==> src/rtl/dma2_pkg.sv <==
`timescale 1ns/1ps
package dma2_pkg;
  parameter int DMA_NCH = 2;   // channels
  parameter int DMA_AW  = 16;  // bus address and register data width
  parameter int DMA_CW  = 8;   // transfer count width
  parameter int DMA_DW  = 8;   // bus data width
  parameter int DMA_RAW = 4;   // register address width

  localparam logic [DMA_RAW-1:0] RA_CTRL = 4'd0;
  localparam logic [DMA_RAW-1:0] RA_TRIG = 4'd1;
  localparam logic [DMA_RAW-1:0] RA_STAT = 4'd2;
  localparam logic [DMA_RAW-1:0] RA_CLR  = 4'd3;

  typedef enum logic [1:0] {PH_IDLE, PH_READ, PH_LATCH, PH_WRITE} phase_e;

  // first register of channel ch (count), then source, then destination
  function automatic logic [DMA_RAW-1:0] chan_base(input int ch);
    return DMA_RAW'(4 + 4 * ch);
  endfunction

  function automatic logic in_window(input logic [DMA_AW-1:0] a,
                                     input logic [DMA_AW-1:0] base,
                                     input logic [DMA_AW-1:0] size);
    return (a >= base) && ((a - base) < size);
  endfunction

  function automatic logic [DMA_CW-1:0] count_after(input logic [DMA_CW-1:0] c);
    return c - DMA_CW'(1);
  endfunction
endpackage

==> src/rtl/dma2_chan.sv <==
`timescale 1ns/1ps
module dma2_chan import dma2_pkg::*; (
  input  logic              clk,
  input  logic              rst_n,
  input  logic              en,
  input  logic              wr_cnt,
  input  logic              wr_src,
  input  logic              wr_dst,
  input  logic [DMA_AW-1:0] wdata,
  input  logic              trig,
  input  logic              grant,
  input  logic              done,
  input  logic              clr,
  output logic [DMA_CW-1:0] cnt,
  output logic [DMA_AW-1:0] src,
  output logic [DMA_AW-1:0] dst,
  output logic              sta,
  output logic              ready
);
  logic pend;

  always_ff @(posedge clk) begin
    if (!rst_n) begin
      cnt  <= '0;
      src  <= '0;
      dst  <= '0;
      sta  <= 1'b0;
      pend <= 1'b0;
    end else begin
      if (clr) sta <= 1'b0;
      if (done) begin
        src <= src + DMA_AW'(1);
        dst <= dst + DMA_AW'(1);
        cnt <= count_after(cnt);
        if (cnt == DMA_CW'(1)) sta <= 1'b1;
      end else if (!en) begin
        if (wr_cnt) cnt <= wdata[DMA_CW-1:0];
        if (wr_src) src <= wdata;
        if (wr_dst) dst <= wdata;
      end
      pend <= en && !sta && ((pend && !grant) || trig);
    end
  end

  assign ready = pend && en && !sta && (cnt != '0);
endmodule

==> src/rtl/dma2_arb.sv <==
`timescale 1ns/1ps
module dma2_arb #(
  parameter int N = 2
) (
  input  logic [N-1:0] req,
  output logic [N-1:0] gnt
);
  logic taken;
  always_comb begin
    gnt   = '0;
    taken = 1'b0;
    for (int i = 0; i < N; i++) begin
      if (req[i] && !taken) begin
        gnt[i] = 1'b1;
        taken  = 1'b1;
      end
    end
  end
endmodule

==> src/rtl/dma2_engine.sv <==
`timescale 1ns/1ps
module dma2_engine import dma2_pkg::*; #(
  parameter logic [DMA_AW-1:0] RAM_BASE = 16'h0100,
  parameter logic [DMA_AW-1:0] RAM_SIZE = 16'h0100,
  parameter logic [DMA_AW-1:0] SFR_BASE = 16'h0000,
  parameter logic [DMA_AW-1:0] SFR_SIZE = 16'h0040
) (
  input  logic                          clk,
  input  logic                          rst_n,
  input  logic                          cpu_req,
  input  logic [DMA_NCH-1:0]            grant,
  input  logic [DMA_NCH-1:0][DMA_AW-1:0] src_all,
  input  logic [DMA_NCH-1:0][DMA_AW-1:0] dst_all,
  output logic                          can_start,
  output logic [DMA_NCH-1:0]            done,
  output logic                          bus_rd,
  output logic                          bus_wr,
  output logic [DMA_AW-1:0]             bus_addr,
  output logic [DMA_DW-1:0]             bus_wdata,
  input  logic [DMA_DW-1:0]             bus_rdata
);
  phase_e              ph;
  logic [DMA_NCH-1:0]  owner;
  logic [DMA_AW-1:0]   a_src, a_dst, sel_src, sel_dst;
  logic [DMA_DW-1:0]   byte_q;
  logic                src_ok, dst_ok;

  function automatic logic mapped(input logic [DMA_AW-1:0] a);
    return in_window(a, RAM_BASE, RAM_SIZE) || in_window(a, SFR_BASE, SFR_SIZE);
  endfunction

  always_comb begin
    sel_src = '0;
    sel_dst = '0;
    for (int i = 0; i < DMA_NCH; i++) begin
      if (grant[i]) begin
        sel_src = src_all[i];
        sel_dst = dst_all[i];
      end
    end
  end

  assign src_ok    = mapped(a_src);
  assign dst_ok    = mapped(a_dst);
  assign can_start = (ph == PH_IDLE) && !cpu_req;

  always_ff @(posedge clk) begin
    if (!rst_n) begin
      ph     <= PH_IDLE;
      owner  <= '0;
      a_src  <= '0;
      a_dst  <= '0;
      byte_q <= '0;
    end else begin
      unique case (ph)
        PH_IDLE: if (|grant) begin
          ph    <= PH_READ;
          owner <= grant;
          a_src <= sel_src;
          a_dst <= sel_dst;
        end
        PH_READ:  if (!cpu_req) ph <= PH_LATCH;
        PH_LATCH: begin
          byte_q <= src_ok ? bus_rdata : '0;
          ph     <= PH_WRITE;
        end
        PH_WRITE: if (!cpu_req) ph <= PH_IDLE;
        default:  ph <= PH_IDLE;
      endcase
    end
  end

  assign bus_rd    = (ph == PH_READ)  && !cpu_req && src_ok;
  assign bus_wr    = (ph == PH_WRITE) && !cpu_req && dst_ok;
  assign bus_addr  = (ph == PH_WRITE) ? a_dst : ((ph == PH_READ) ? a_src : '0);
  assign bus_wdata = byte_q;
  assign done      = owner & {DMA_NCH{(ph == PH_WRITE) && !cpu_req}};
endmodule

==> src/rtl/dma2_ctrl.sv <==
`timescale 1ns/1ps
module dma2_ctrl import dma2_pkg::*; #(
  parameter logic [DMA_AW-1:0] RAM_BASE = 16'h0100,
  parameter logic [DMA_AW-1:0] RAM_SIZE = 16'h0100,
  parameter logic [DMA_AW-1:0] SFR_BASE = 16'h0000,
  parameter logic [DMA_AW-1:0] SFR_SIZE = 16'h0040
) (
  input  logic                clk,
  input  logic                rst_n,
  input  logic                cpu_req,
  input  logic [DMA_NCH-1:0]  hw_req,
  input  logic                reg_we,
  input  logic [DMA_RAW-1:0]  reg_addr,
  input  logic [DMA_AW-1:0]   reg_wdata,
  output logic [DMA_AW-1:0]   reg_rdata,
  output logic                bus_rd,
  output logic                bus_wr,
  output logic [DMA_AW-1:0]   bus_addr,
  output logic [DMA_DW-1:0]   bus_wdata,
  input  logic [DMA_DW-1:0]   bus_rdata,
  output logic [DMA_NCH-1:0]  irq
);
  localparam int N = DMA_NCH;

  logic [N-1:0]             ctrl_en, ctrl_ie;
  logic [N-1:0]             sw_trig, clr_vec, trig;
  logic [N-1:0]             chan_ready, chan_grant, chan_done, chan_sta, arb_gnt;
  logic [N-1:0][DMA_CW-1:0] cnt_all;
  logic [N-1:0][DMA_AW-1:0] src_all, dst_all;
  logic                     can_start;

  always_ff @(posedge clk) begin
    if (!rst_n) begin
      ctrl_en <= '0;
      ctrl_ie <= '0;
    end else if (reg_we && reg_addr == RA_CTRL) begin
      ctrl_en <= reg_wdata[N-1:0];
      ctrl_ie <= reg_wdata[2*N-1:N];
    end
  end

  assign sw_trig = (reg_we && reg_addr == RA_TRIG) ? reg_wdata[N-1:0] : '0;
  assign clr_vec = (reg_we && reg_addr == RA_CLR)  ? reg_wdata[N-1:0] : '0;
  assign trig    = hw_req | sw_trig;

  for (genvar g = 0; g < N; g++) begin : g_ch
    dma2_chan u_ch (
      .clk    (clk),
      .rst_n  (rst_n),
      .en     (ctrl_en[g]),
      .wr_cnt (reg_we && reg_addr == chan_base(g)),
      .wr_src (reg_we && reg_addr == chan_base(g) + 4'd1),
      .wr_dst (reg_we && reg_addr == chan_base(g) + 4'd2),
      .wdata  (reg_wdata),
      .trig   (trig[g]),
      .grant  (chan_grant[g]),
      .done   (chan_done[g]),
      .clr    (clr_vec[g]),
      .cnt    (cnt_all[g]),
      .src    (src_all[g]),
      .dst    (dst_all[g]),
      .sta    (chan_sta[g]),
      .ready  (chan_ready[g])
    );
  end

  dma2_arb #(.N(N)) u_arb (.req(chan_ready), .gnt(arb_gnt));
  assign chan_grant = arb_gnt & {N{can_start}};

  dma2_engine #(
    .RAM_BASE(RAM_BASE), .RAM_SIZE(RAM_SIZE),
    .SFR_BASE(SFR_BASE), .SFR_SIZE(SFR_SIZE)
  ) u_eng (
    .clk       (clk),
    .rst_n     (rst_n),
    .cpu_req   (cpu_req),
    .grant     (chan_grant),
    .src_all   (src_all),
    .dst_all   (dst_all),
    .can_start (can_start),
    .done      (chan_done),
    .bus_rd    (bus_rd),
    .bus_wr    (bus_wr),
    .bus_addr  (bus_addr),
    .bus_wdata (bus_wdata),
    .bus_rdata (bus_rdata)
  );

  always_comb begin
    reg_rdata = '0;
    if (reg_addr == RA_CTRL) begin
      reg_rdata[N-1:0]   = ctrl_en;
      reg_rdata[2*N-1:N] = ctrl_ie;
    end
    if (reg_addr == RA_STAT) reg_rdata[N-1:0] = chan_sta;
    for (int i = 0; i < N; i++) begin
      if (reg_addr == chan_base(i))         reg_rdata = DMA_AW'(cnt_all[i]);
      if (reg_addr == chan_base(i) + 4'd1)  reg_rdata = src_all[i];
      if (reg_addr == chan_base(i) + 4'd2)  reg_rdata = dst_all[i];
    end
  end

  assign irq = chan_sta & ctrl_ie;
endmodule

==> config.mk <==
export PLATFORM = sky130hd
export DESIGN_NAME = dma2_ctrl
export DESIGN_NICKNAME = d
export VERILOG_FILES = /design/src/rtl/dma2_pkg.sv /design/src/rtl/dma2_chan.sv /design/src/rtl/dma2_arb.sv /design/src/rtl/dma2_engine.sv /design/src/rtl/dma2_ctrl.sv
export SDC_FILE = /design/constraint.sdc
export NUM_CORES = 1
export LEC_CHECK = 0
export BUFFER_PORTS_ARGS = -buffer_cell sky130_fd_sc_hd__buf_2
export CAP_MARGIN = 30
export CORE_MARGIN = 5
export CORE_UTILIZATION = 60
export CTS_BUF_LIST = sky130_fd_sc_hd__clkbuf_4 sky130_fd_sc_hd__clkbuf_8
export CTS_CLUSTER_DIAMETER = 60
export CTS_CLUSTER_SIZE = 25
export DETAILED_ROUTE_END_ITERATION = 10
export GPL_ROUTABILITY_DRIVEN = 0
export PLACE_DENSITY = 0.81
export SLEW_MARGIN = 20
export SYNTH_ARGS = -nofsm -noshare
export SYNTH_HDL_FRONTEND = slang
export SYNTH_SLANG_ARGS = --single-unit
export TNS_END_PERCENT = 20
==> constraint.sdc <==
create_clock -name clk -period 3.7 [get_ports clk]
set_clock_uncertainty 0.2 [all_clocks]
set_input_delay 0.74 -clock clk [delete_from_list [all_inputs] [get_ports clk]]
set_output_delay 0.74 -clock clk [all_outputs]
set_load 0.03 [all_outputs]
== Yosys cells after proc, flatten, opt, wreduce, memory -nomap -nowiden ==
Index checks and enable logic that the tools add are counted.

* Bits of input ports: 34
* Flip-flop bits (word level): 132

* $lt $le $gt $ge: 8
* Bitwise gates (word level): 4
* Reduce and logical (&&, ||, !) cells: 60
* Eq/ne operators: 19
* Muxes and demuxes: 47
* Add/sub/neg operators: 8

{| class="wikitable"
|+ Operators with widths
! operator !! number
|-
| $mux W16 || 23
|-
| $add A16 B1 Y16 const B || 4
|-
| $mux W8 || 8
|-
| $ge A16 B1 Y1 const B || 2
|-
| $ge A16 B9 Y1 const B || 2
|-
| $lt A16 B7 Y1 const B || 2
|-
| $lt A16 B9 Y1 const B || 2
|-
| $sub A16 B9 Y16 const B || 2
|-
| $logic_and A1 B1 Y1 || 31
|-
| $eq A8 B1 Y1 const B || 2
|-
| $reduce_bool A8 Y1 || 2
|-
| $sub A8 B1 Y8 const B || 2
|-
| $reduce_and A2 Y1 || 7
|-
| $eq A4 B3 Y1 const B || 3
|-
| $eq A4 B4 Y1 const B || 3
|-
| $mux W2 || 6
|-
| $reduce_bool A2 Y1 || 6
|-
| $eq A4 B2 Y1 const B || 2
|-
| $mux W1 || 8
|-
| $pmux W2 S4 || 1
|-
| $and A2 B2 Y2 || 3
|-
| $logic_not A1 Y1 || 6
|-
| $ne A2 B2 Y1 const B || 3
|-
| $eq A2 B2 Y1 const B || 2
|-
| other kinds (10) || 14
|}

== Depth between registers and ports, before layout ==
Gate-level depths: netlist of the first run.

* Depth in word-level cells: 12
* Mapped depth: 9
* Gate-level depth less buffers: 7

== Hierarchy ==
A second synthesis of the first run with hierarchy kept.

* Cell total of the unflattened synthesis: 1055
* Area, all modules: 8363.0 um2

{| class="wikitable"
|+ By module, submodules not included
! module !! times used !! cells each !! area each (um2)
|-
| dma2_chan || 2 || 301 || 2471.1
|-
| dma2_engine || 1 || 287 || 2274.7
|-
| dma2_ctrl || 1 || 164 || 1124.8
|-
| dma2_arb || 1 || 2 || 21.3
|}

== Worst setup path before layout of the first run ==
Ideal clock, no wire load.

* Path type: input-to-output
* Start point: input port cpu_req
* End point: output port bus_wr
* Buffers on the path: 1
* Data required time: 2.760 ns
* Arrival: 2.406 ns
* Path slack: 0.354 ns
* Cell stages on the path: 3
* Cell sequence: buf_2 > or4b_2 > nor4_1

* Word-level cells in the longest chain between the ends: 3

{| class="wikitable"
|+ Ends and longest elaborated chain
! what !! RTL line !! RTL
|-
| from (decl) || dma2_ctrl.sv:10 || <nowiki>input logic cpu_req,</nowiki>
|-
| $logic_not A1 Y1 || dma2_engine.sv:74 || <nowiki>assign bus_wr = (ph == PH_WRITE) && !cpu_req && dst_ok;</nowiki>
|-
| $logic_and A1 B1 Y1 (2 in series) || dma2_engine.sv:74 ||
|-
| to (decl) || dma2_ctrl.sv:17 || <nowiki>output logic bus_wr,</nowiki>
|}

Every way passes these cells.

== Worst setup path in the final report of the first run ==
* Start point: register u_eng.ph[1]
* End point: output port bus_addr[2]

* Word-level cells in the longest chain between the ends: 3
* Elaborated cells between the ends (all ways): 4
* Those cells by class: eq/ne: 2; mux: 2

{| class="wikitable"
|+ Ends and longest elaborated chain
! what !! RTL line !! RTL
|-
| from (decl) || dma2_engine.sv:22 || <nowiki>phase_e ph;</nowiki>
|-
| from (signal assigned) || dma2_engine.sv:49 || <nowiki>ph <= PH_IDLE;</nowiki>
|-
| from (signal assigned) || dma2_engine.sv:57 || <nowiki>ph <= PH_READ;</nowiki>
|-
| from (signal assigned) || dma2_engine.sv:62 || <nowiki>PH_READ: if (!cpu_req) ph <= PH_LATCH;</nowiki>
|-
| $eq A2 B1 Y1 || dma2_engine.sv:75 || <nowiki>assign bus_addr = (ph == PH_WRITE) ? a_dst : ((ph == PH_READ) ? a_src : '0);</nowiki>
|-
| $mux W16 || dma2_engine.sv:75 ||
|-
| $mux W16 (*) || dma2_engine.sv:75 ||
|-
| to (decl) || dma2_ctrl.sv:18 || <nowiki>output logic [DMA_AW-1:0] bus_addr,</nowiki>
|}

Every way passes the cells marked *; elsewhere a longest branch is shown, timed or not.

==> results of run 1 <==
==> synthesized netlist by cell type, types with 9 or more instances <==
cell type / instances / area share, %
a221oi_1: 9 / 1.0
nor3_1: 24 / 1.5
o21ai_0: 58 / 3.7
xnor2_1: 9 / 1.0
and2_1: 11 / 0.87
buf_1: 15 / 0.71
a211oi_1: 12 / 1.1
o21ai_1: 12 / 0.76
nand3_1: 28 / 1.8
or3_1: 9 / 0.71
dfxtp_1: 132 / 34
a22oi_1: 37 / 3.5
buf_2: 22 / 1.4
nand4_1: 17 / 1.3
nor4_1: 16 / 1.3
nand2_1: 194 / 9.2
mux2_2: 9 / 1.3
ha_1: 12 / 1.9
a31oi_1: 41 / 3.3
clkbuf_1: 35 / 1.7
nor3b_1: 9 / 0.86
nor2_1: 105 / 5.0
a21oi_1: 69 / 4.4
and3_1: 12 / 0.95
inv_1: 9 / 0.43
mux2i_1: 19 / 2.4
==> registers in the layout (all words and copies together), names as in the netlist, 8 cells and up <==
register	count
u_eng.bus_wdata	8
g_ch.u_ch.src	32
u_eng.a_src	16
u_eng.a_dst	16
g_ch.u_ch.cnt	16
g_ch.u_ch.dst	32
==> metal layers <==
layer  track usage [%]  up-vias  routed length (um)
met3             8.105      107                3247
met1             42.81     3855               10100
met4             17.79        0                1439
met2             49.75      607               11360
li1                  -     3955                   -
met5                 0        -                   0
==> power by group <==
| part | internal (uW) | switching (uW) |
|---|---|---|
| registers | 1430 | 26.9 |
| clock network | 593 | 544 |
| logic | 68.8 | 140 |
==> critical path, cell delays in order, from the launching register on <==
cell and delay (ns):
dfxtp_1 0.35, inv_1 0.09, ha_1 0.66, nand2_1 0.10, o21ai_0 0.47, buf_2 0.30
==> through the flow <==
stage	hold WS [ns]	power (uW)	instances	setup WS [ns]	utilization, %
floorplan	0.2366	1605	1051	0.3541	-
global placement	0.2464	1690	1250	0.5587	65.52
detailed placement	0.2507	1692	1250	0.4899	65.52
CTS	0.2600	2802	1281	0.4027	68.39
global route	0.2946	2887	1281	0.2441	68.39
finish	0.2629	2806	1281	0.3519	68.39
==> area by class of cell <==
cell class	count	area [um2]	share of cell area (%)
flip-flops and latches	132	2643	30.25
well taps	172	215.2	2.463
multi-input cells	831	4872	55.77
clock buffers	27	346.6	3.967
clock inverters	4	20.02	0.2292
inverters	12	46.29	0.5299
repair buffers	103	593.1	6.789
==> final timing paths <==
kind              cells after the start  slack, ns                          endpoint                         from
setup reg to reg                      6       0.95  g_ch[0].u_ch.cnt[0]$_SDFFE_PN0P_     u_eng.ph[1]$_SDFFE_PN0P_
hold / removal                        2       0.26       u_eng.a_dst[0]$_SDFFE_PN0P_  u_eng.a_dst[0]$_SDFFE_PN0P_
hold reg to reg                       2       0.26       u_eng.a_dst[0]$_SDFFE_PN0P_  u_eng.a_dst[0]$_SDFFE_PN0P_
setup / recovery                      5       0.35                       bus_addr[2]     u_eng.ph[1]$_SDFFE_PN0P_
==> logic make-up (layout without fill, tap and decap cells) <==
logic type,after synthesis,count (layout),share of synthesized area (%)
xor+xnor,15,15,1.666
flops,132,132,33.51
buf+inv,88,146,4.775
fa+ha+maj,12,12,1.904
compound gates,309,309,25.97
simple gates,464,464,28.05
mux,31,31,4.125
==> results.txt, run 1 <==
Number of setup buffers added after CTS - 0
Unique cell type count in the Yosys netlist - 76
Setup violators final - 0
Pin count of the biggest net entering global routing - 46
First-pass GRT wire length - 40940 um
Core area - 0.01277 mm2
Vias - 8524
Max-slew violations - 0
DIE AREA - 0.01554 mm2
Fraction of layout cells with a size suffix above 1 - 14.88%
Routed WL - 26140 um
Critical Path Sink Type - output port
Syn-to-layout area delta - 10.77%
Avg WL per Cell - 20.41 um
Finished Cell Area - 0.008736 mm2
Rel. slew slack - 49.02%
Clk sinks - 132
# IOs - 78
H-tree depth - 4
Share of the yosys chip area belonging to registers - 33.51%
Total CTS buffers - 17
Post-synthesis async set-or-reset flop share - 0%
Hold Path Class - flip-flop to flip-flop
GR Overflow Total - 0
GR Util All Layers - 32.80%
Die Wd - 124.6 um
Hold-fix buffers, CTS - 0
CTS tree - yes
RSZ-0062 raised after global routing - false
Worst-path maximum fanout - 18
Routed Antenna Nets - 0
Mapped Area - 0.007886 mm2
Crit path time final - 3.348 ns
Clock Tree Root - clkbuf_8
Most frequent cells in the layout - nand2_1 (194), dfxtp_1 (132), nor2_1 (105), buf_2 (77), a21oi_1 (69)
DR iter-0 viols - 1334
Starting Density - 61.74%
Nets@finish - 1143
Highest clock rate - 298.7 MHz
Slew @ Worst Pin - 0.7577 ns
Resized Gates After CTS - 0
Drt drc - 0
Ys flop type - dfxtp_1
Max-cap violations - 0
Leading cell type in the layout, fill and taps excluded - nand2_1
Net count after synthesis - 1097
Syn. warnings - 0
Cell Area, Placed - 0.008369 mm2
Critical path data arrival time - 2.41 ns
Fillcell total - 1092
DR pass1 iterations - 7
PD cells - 321.2 mW/mm2
Seq cells post-synth - 132
Post-DP HPWL - 18360 um
Data required, critical path - 2.76 ns
Cell Rows - 41
CTS clock-pin slew for the worst setup and hold paths - 0.07 ns
Initial antenna violation count - 0
Die height - 124.6 um
Startpoint Class - flip-flop
Period utilization - 90.49%
Setup TNS - 0 ns
CTS Buffer Depth - 2
IO Port Bufs - 77
Skew-Pair Late Insertion Delay - 0.44 ns
Status - complete, no violations
Leak Pwr - 0.003118 uW
Syn Area/Cell - 7.504 um2
Diodes inserted - 0
Vias in the first global route - 7554
Critical path class - flip-flop to output port
Worst VDD drop - 0.2668 mV
Final hold vios - 0
Number of synthesized flops with an enable pin - 0
Via density - 6.654
Mapped Cells - 1051
Note: power is estimated with default switching activity, not from simulation.
==> run 2: changes to the inputs <==
Settings changed: BUFFER_PORTS_ARGS -buffer_cell sky130_fd_sc_hd__buf_2 to unset, DONT_BUFFER_PORTS set to 1, PLACE_DENSITY 0.81 to 0.76.
==> run 2 against run 1 <==
Worst setup slack improved by 0.11 ns. Core utilization shrank 1.1 points. Fmax is 3.3% higher. Hold slack got worse by 0.050 ns. Global-route usage grew 0.43 points. Power is 1.9% higher. Critical endpoint is now bus_wr. Highest routed layer unchanged. Largest cell class unchanged. First-iteration DRC count shrank 1.5%.
==> results.txt, run 2 (synthesis gave the netlist of run 1 again) <==
Clock Tree Root - clkbuf_8 (unchanged)
Cell Area, Placed - 0.008189 mm2 (was 0.008369 mm2)
Worst-path maximum fanout - 6 (was 18)
IO Port Bufs - 0 (was 77)
Routed WL - 26400 um (was 26140 um)
Crit path max-delay family - simple AND/OR/NAND/NOR gates (was adder cells)
CTS Buffer Depth - 2 (unchanged)
Biggest regs - g_ch.u_ch.dst (32), g_ch.u_ch.src (32) (unchanged)
Rel. slew slack - 47.34% (was 49.02%)
Leading cell type in the layout, fill and taps excluded - nand2_1 (unchanged)
DR iter-0 viols - 1314 (was 1334)
DR pass1 iterations - 6 (was 7)
Nets@finish - 1095 (was 1143)
Most frequent cells in the layout - nand2_1 (194), dfxtp_1 (132), nor2_1 (105), a21oi_1 (69), o21ai_0 (58) (was nand2_1 (194), dfxtp_1 (132), nor2_1 (105), buf_2 (77), a21oi_1 (69))
Die Wd - 124.6 um (unchanged)
Setup TNS - 0 ns (unchanged)
H-tree depth - 4 (unchanged)
Fillcell total - 1125 (was 1092)
CTS clock-pin slew for the worst setup and hold paths - 0.08 ns (was 0.07 ns)
Finished Cell Area - 0.008592 mm2 (was 0.008736 mm2)
Drt drc - 0 (unchanged)
Post-DP HPWL - 18670 um (was 18360 um)
Highest clock rate - 308.5 MHz (was 298.7 MHz)
Critical path data arrival time - 2.30 ns (was 2.41 ns)
Critical Path Sink Type - output port (unchanged)
Avg WL per Cell - 21.41 um (was 20.41 um)
Worst Path Buf+Inv - 1 (was 2)
Vias - 8316 (was 8524)
Cell Rows - 41 (unchanged)
Initial antenna violation count - 0 (unchanged)
Hold-fix buffers, CTS - 0 (unchanged)
Fraction of layout cells with a size suffix above 1 - 11.03% (was 14.88%)
RSZ-0062 raised after global routing - false (unchanged)
Hold Path Class - input port to flip-flop (was flip-flop to flip-flop)
GR Util met2 - 49.30% (was 49.75%)
Worst VDD drop - 0.3775 mV (was 0.2668 mV)
Total CTS buffers - 17 (unchanged)
Status - complete, no violations (unchanged)
CTS tree - yes (unchanged)
Syn-to-layout area delta - 8.948% (was 10.77%)
Data required, critical path - 2.76 ns (about the same)
Cell-by-cell trace of the critical path - ha_1 > or4b_2 > nor4_1 > buf_4 (was inv_1 > ha_1 > nand2_1 > o21ai_0 > buf_2)
Max-cap violations - 0 (unchanged)
First-pass GRT wire length - 41570 um (was 40940 um)
Core area - 0.01277 mm2 (unchanged)
Pin count of the biggest net entering global routing - 41 (was 46)
GR Overflow Total - 0 (unchanged)
Most used routing layer in global routing - met2 (unchanged)
Resized Gates After CTS - 0 (unchanged)
Max-slew violations - 0 (unchanged)
Slew @ Worst Pin - 0.7827 ns (was 0.7577 ns)
Period utilization - 87.60% (was 90.49%)
Skew-Pair Late Insertion Delay - 0.45 ns (was 0.44 ns)
# IOs - 78 (unchanged)
Leak Pwr - 0.002898 uW (was 0.003118 uW)
Clk sinks - 132 (unchanged)
Final hold vios - 0 (unchanged)
GR Util All Layers - 33.23% (was 32.80%)
Diodes inserted - 0 (unchanged)
Routed Antenna Nets - 0 (unchanged)
Die height - 124.6 um (unchanged)
PD cells - 332.7 mW/mm2 (was 321.2 mW/mm2)
CP peak stage delay - 0.63 ns (was 0.66 ns)
DIE AREA - 0.01554 mm2 (unchanged)
Number of setup buffers added after CTS - 0 (unchanged)
GR Util met1 - 43.81% (was 42.81%)
Critical path class - flip-flop to output port (unchanged)
Setup violators final - 0 (unchanged)
Via density - 6.745 (was 6.654)
Met3 Use GR - 9.177% (was 8.105%)
Starting Density - 61.74% (unchanged)
Crit path time final - 3.241 ns (was 3.348 ns)
Slowest CP cell - or4b_2 (was ha_1)
Startpoint Class - flip-flop (unchanged)
Vias in the first global route - 7410 (was 7554)
## run 2: cell count changes in the layout (fill, tap and decap cells not counted), sizes merged
cell	before	now
bufinv	0	3
clkbuf	27	21
clkinvlp	0	3
buf	103	55
## run 2: where the power goes
| group | switching, uW | internal [uW] | total [uW] |
|---|---|---|---|
| Combinational | 87.5 | 56.0 | 144 |
| Clock | 559 | 697 | 1260 |
| Sequential | 26.0 | 1430 | 1460 |
## run 2: stage by stage
step | total power, uW | instances | hold WS (ns) | worst slack (ns) | utilization, %
6_report | 2858 | 1233 | 0.2129 | 0.4589 | 67.26
5_1_grt | 2958 | 1233 | 0.1694 | 0.3973 | 67.26
4_1_cts | 2866 | 1233 | 0.1868 | 0.4967 | 67.26
3_5_place_dp | 1630 | 1202 | 0.2489 | 0.6850 | 64.11
3_3_place_gp | 1629 | 1202 | 0.2460 | 0.7492 | 64.11
2_1_floorplan | 1605 | 1051 | 0.2366 | 0.3541 | -
## run 2: final cells by class
class                   instances  area [um2]  share of cell area [%]
clock buffers                  21       270.3                   3.145
flip-flops and latches        132        2643                   30.76
well taps                     172       215.2                   2.505
multi-input cells             831        4872                   56.71
repair buffers                 55       412.9                   4.806
inverters                      12       46.29                  0.5388
clock inverters                10       132.6                   1.544
## run 2: final timing paths
check | from | to | slack, ns | cells past startpoint
hold reg to reg | u_eng.a_dst[1]$_SDFFE_PN0P_ | u_eng.a_dst[1]$_SDFFE_PN0P_ | 0.26 | 2
setup reg to reg | u_eng.ph[1]$_SDFFE_PN0P_ | g_ch[0].u_ch.dst[11]$_SDFFE_PN0P_ | 1.11 | 6
hold / removal | rst_n | g_ch[1].u_ch.cnt[1]$_SDFFE_PN0P_ | 0.21 | 2
setup / recovery | u_eng.ph[1]$_SDFFE_PN0P_ | bus_wr | 0.46 | 4
## run 2: worst reg2reg max path, cell delays in order, from the launching register on
cell and delay (ns):
dfxtp_1 0.40, ha_1 0.38, and3b_1 0.70, buf_4 0.34
nand3_1 0.12, o32ai_1 0.26, a41o_1 0.13
## run 2: layer usage
metal | vias up | wire length (um)
li1 | 3843 | -
met3 | 101 | 3183
met1 | 3821 | 10370
met4 | 0 | 1561
met5 | - | 0
met2 | 551 | 11290
==> run 3: changes to the inputs <==
Clock period 3.7 ns to 3 ns, I/O delays scaled along.
==> run 3 against run 2 <==
Sequential share of layout area is 0.32 points lower. Sequential power rose by 23%. Largest power group unchanged. Global-route usage fell by 0.44 points. Hold slack worse by 0.15 ns.
==> results.txt, run 3 (synthesis gave the netlist of run 1 again) <==
Data required, critical path - 2.20 ns (was 2.76 ns)
Most frequent cells in the layout - nand2_1 (194), dfxtp_1 (131), nor2_1 (105), a21oi_1 (69), buf_4 (61) (was nand2_1 (194), dfxtp_1 (132), nor2_1 (105), a21oi_1 (69), o21ai_0 (58))
Startpoint Class - flip-flop (unchanged)
Period utilization - 96.52%
PD cells - 411.3 mW/mm2 (was 332.7 mW/mm2)
GR Overflow Total - 0 (unchanged)
CTS tree - yes (unchanged)
RSZ-0062 raised after global routing - false (unchanged)
Highest clock rate - 345.4 MHz
Hold Path Class - input port to flip-flop (unchanged)
CTS Buffer Depth - 2 (unchanged)
Post-DP HPWL - 18700 um (was 18670 um)
Clock Tree Root - clkbuf_8 (unchanged)
First-pass GRT wire length - 40980 um (was 41570 um)
Drt drc - 0 (unchanged)
Number of setup buffers added after CTS - 0 (unchanged)
H-tree depth - 4 (unchanged)
Biggest regs - g_ch.u_ch.dst (32), g_ch.u_ch.src (32) (unchanged)
Setup ws final - 0.1045 ns (was 0.4589 ns)
Total CTS buffers - 17 (unchanged)
Status - complete, no violations (unchanged)
Die height - 124.6 um (unchanged)
Critical Path Sink Type - output port (unchanged)
Post-Layout Cell Count - 1241 (was 1233)
Skew-Pair Late Insertion Delay - 0.46 ns (was 0.45 ns)
GR Util All Layers - 32.79% (was 33.23%)
Slew @ Worst Pin - 0.6879 ns (was 0.7827 ns)
Clk sinks - 132 (unchanged)
Setup TNS - 0 ns (unchanged)
# IOs - 78 (unchanged)
Syn-to-layout area delta - 10.14% (was 8.948%)
Fraction of layout cells with a size suffix above 1 - 12.07% (was 11.03%)
Place WS - 0.3890 ns (was 0.6850 ns)
Via density - 6.714 (was 6.745)
Critical path data arrival time - 2.10 ns (was 2.30 ns)
Starting Density - 61.74% (unchanged)
Worst-path maximum fanout - 4 (was 6)
Fillcell total - 1115 (was 1125)
Leak Pwr - 0.002948 uW (was 0.002898 uW)
Pin count of the biggest net entering global routing - 38 (was 41)
Nets@finish - 1102 (was 1095)
CTS clock-pin slew for the worst setup and hold paths - 0.09 ns (was 0.08 ns)
Leading cell type in the layout, fill and taps excluded - nand2_1 (unchanged)
Critical path class - flip-flop to output port (unchanged)
Max-slew violations - 0 (unchanged)
Worst VDD drop - 0.3574 mV (was 0.3775 mV)
Core area - 0.01277 mm2 (unchanged)
Routed WL - 26280 um (was 26400 um)
DR pass1 iterations - 6 (unchanged)
Tot Pwr - 3572 uW (was 2858 uW)
Worst hold slack - 0.06296 ns (was 0.2129 ns)
Cell Rows - 41 (unchanged)
Vias in the first global route - 7326 (was 7410)
DIE AREA - 0.01554 mm2 (unchanged)
Avg WL per Cell - 21.18 um (was 21.41 um)
Setup violators final - 0 (unchanged)
Diodes inserted - 0 (unchanged)
Total placed cells including tap cells - 1209 (was 1202)
Final hold vios - 0 (unchanged)
Routed Antenna Nets - 0 (unchanged)
Crit path time final - 2.896 ns
Max-cap violations - 0 (unchanged)
DR iter-0 viols - 1270 (was 1314)
Vias - 8332 (was 8316)
Die Wd - 124.6 um (unchanged)
Initial antenna violation count - 0 (unchanged)
Rel. slew slack - 53.89% (was 47.34%)
IO Port Bufs - 0 (unchanged)
run 3: worst paths after layout:
check	start	to	slack [ns]	cells after the start
setup / recovery	u_eng.ph[1]$_SDFFE_PN0P_	bus_wr	0.10	4
hold / removal	rst_n	g_ch[0].u_ch.dst[0]$_SDFFE_PN0P_	0.06	1
hold reg to reg	u_eng.a_dst[0]$_SDFFE_PN0P_	u_eng.a_dst[0]$_SDFFE_PN0P_	0.26	2
setup reg to reg	g_ch[0].u_ch.cnt[1]$_SDFFE_PN0P_	u_eng.a_src[1]$_SDFFE_PN0P_	0.52	8
run 3: where the power goes:
group | leakage (uW) | total, uW | internal, uW | switching (uW)
Combinational | 0.00167 | 179 | 70.9 | 108
Sequential | 0.00107 | 1800 | 1770 | 32.2
Clock | 0.000216 | 1590 | 874 | 720
run 3: what timing repair did:
| action | CTS | global route |
|---|---|---|
| resized for setup | 0 | 4 |
| hold buffers | 0 | 0 |
| setup endpoints to repair | 0 | 9 |
run 3: metal layers:
layer | vias to the layer above | track usage (%) | share of wire (%)
li1 | 3862 | - | -
met1 | 3806 | 43.87 | 40
met2 | 564 | 48.16 | 42
met3 | 100 | 9.048 | 12
met4 | 0 | 16.89 | 5.6
met5 | - | 0 | 0
run 3: layout make-up:
type | count | area, um2 | share of cell area [%]
Timing Repair Buffer | 62 | 478.0 | 5.503
Inverter | 12 | 46.29 | 0.5330
Multi-Input combinational cell | 831 | 4893 | 56.34
Clock inverter | 11 | 132.6 | 1.527
Clock buffer | 21 | 276.5 | 3.184
Tap cell | 172 | 215.2 | 2.478
Sequential cell | 132 | 2644 | 30.44
run 3: per-stage QoR:
step | util, % | cell area, um2
2_1_floorplan | - | 7893
3_3_place_gp | 64.67 | 8260
3_5_place_dp | 64.67 | 8260
4_1_cts | 67.87 | 8670
5_1_grt | 68.00 | 8686
6_report | 68.00 | 8686
run 3: worst max-delay path, cell delays in order, from the launching register on:
cell and delay (ns):
dfxtp_1 0.43, ha_4 0.19, or4b_2 0.61, nor4_2 0.20
buf_4 0.21
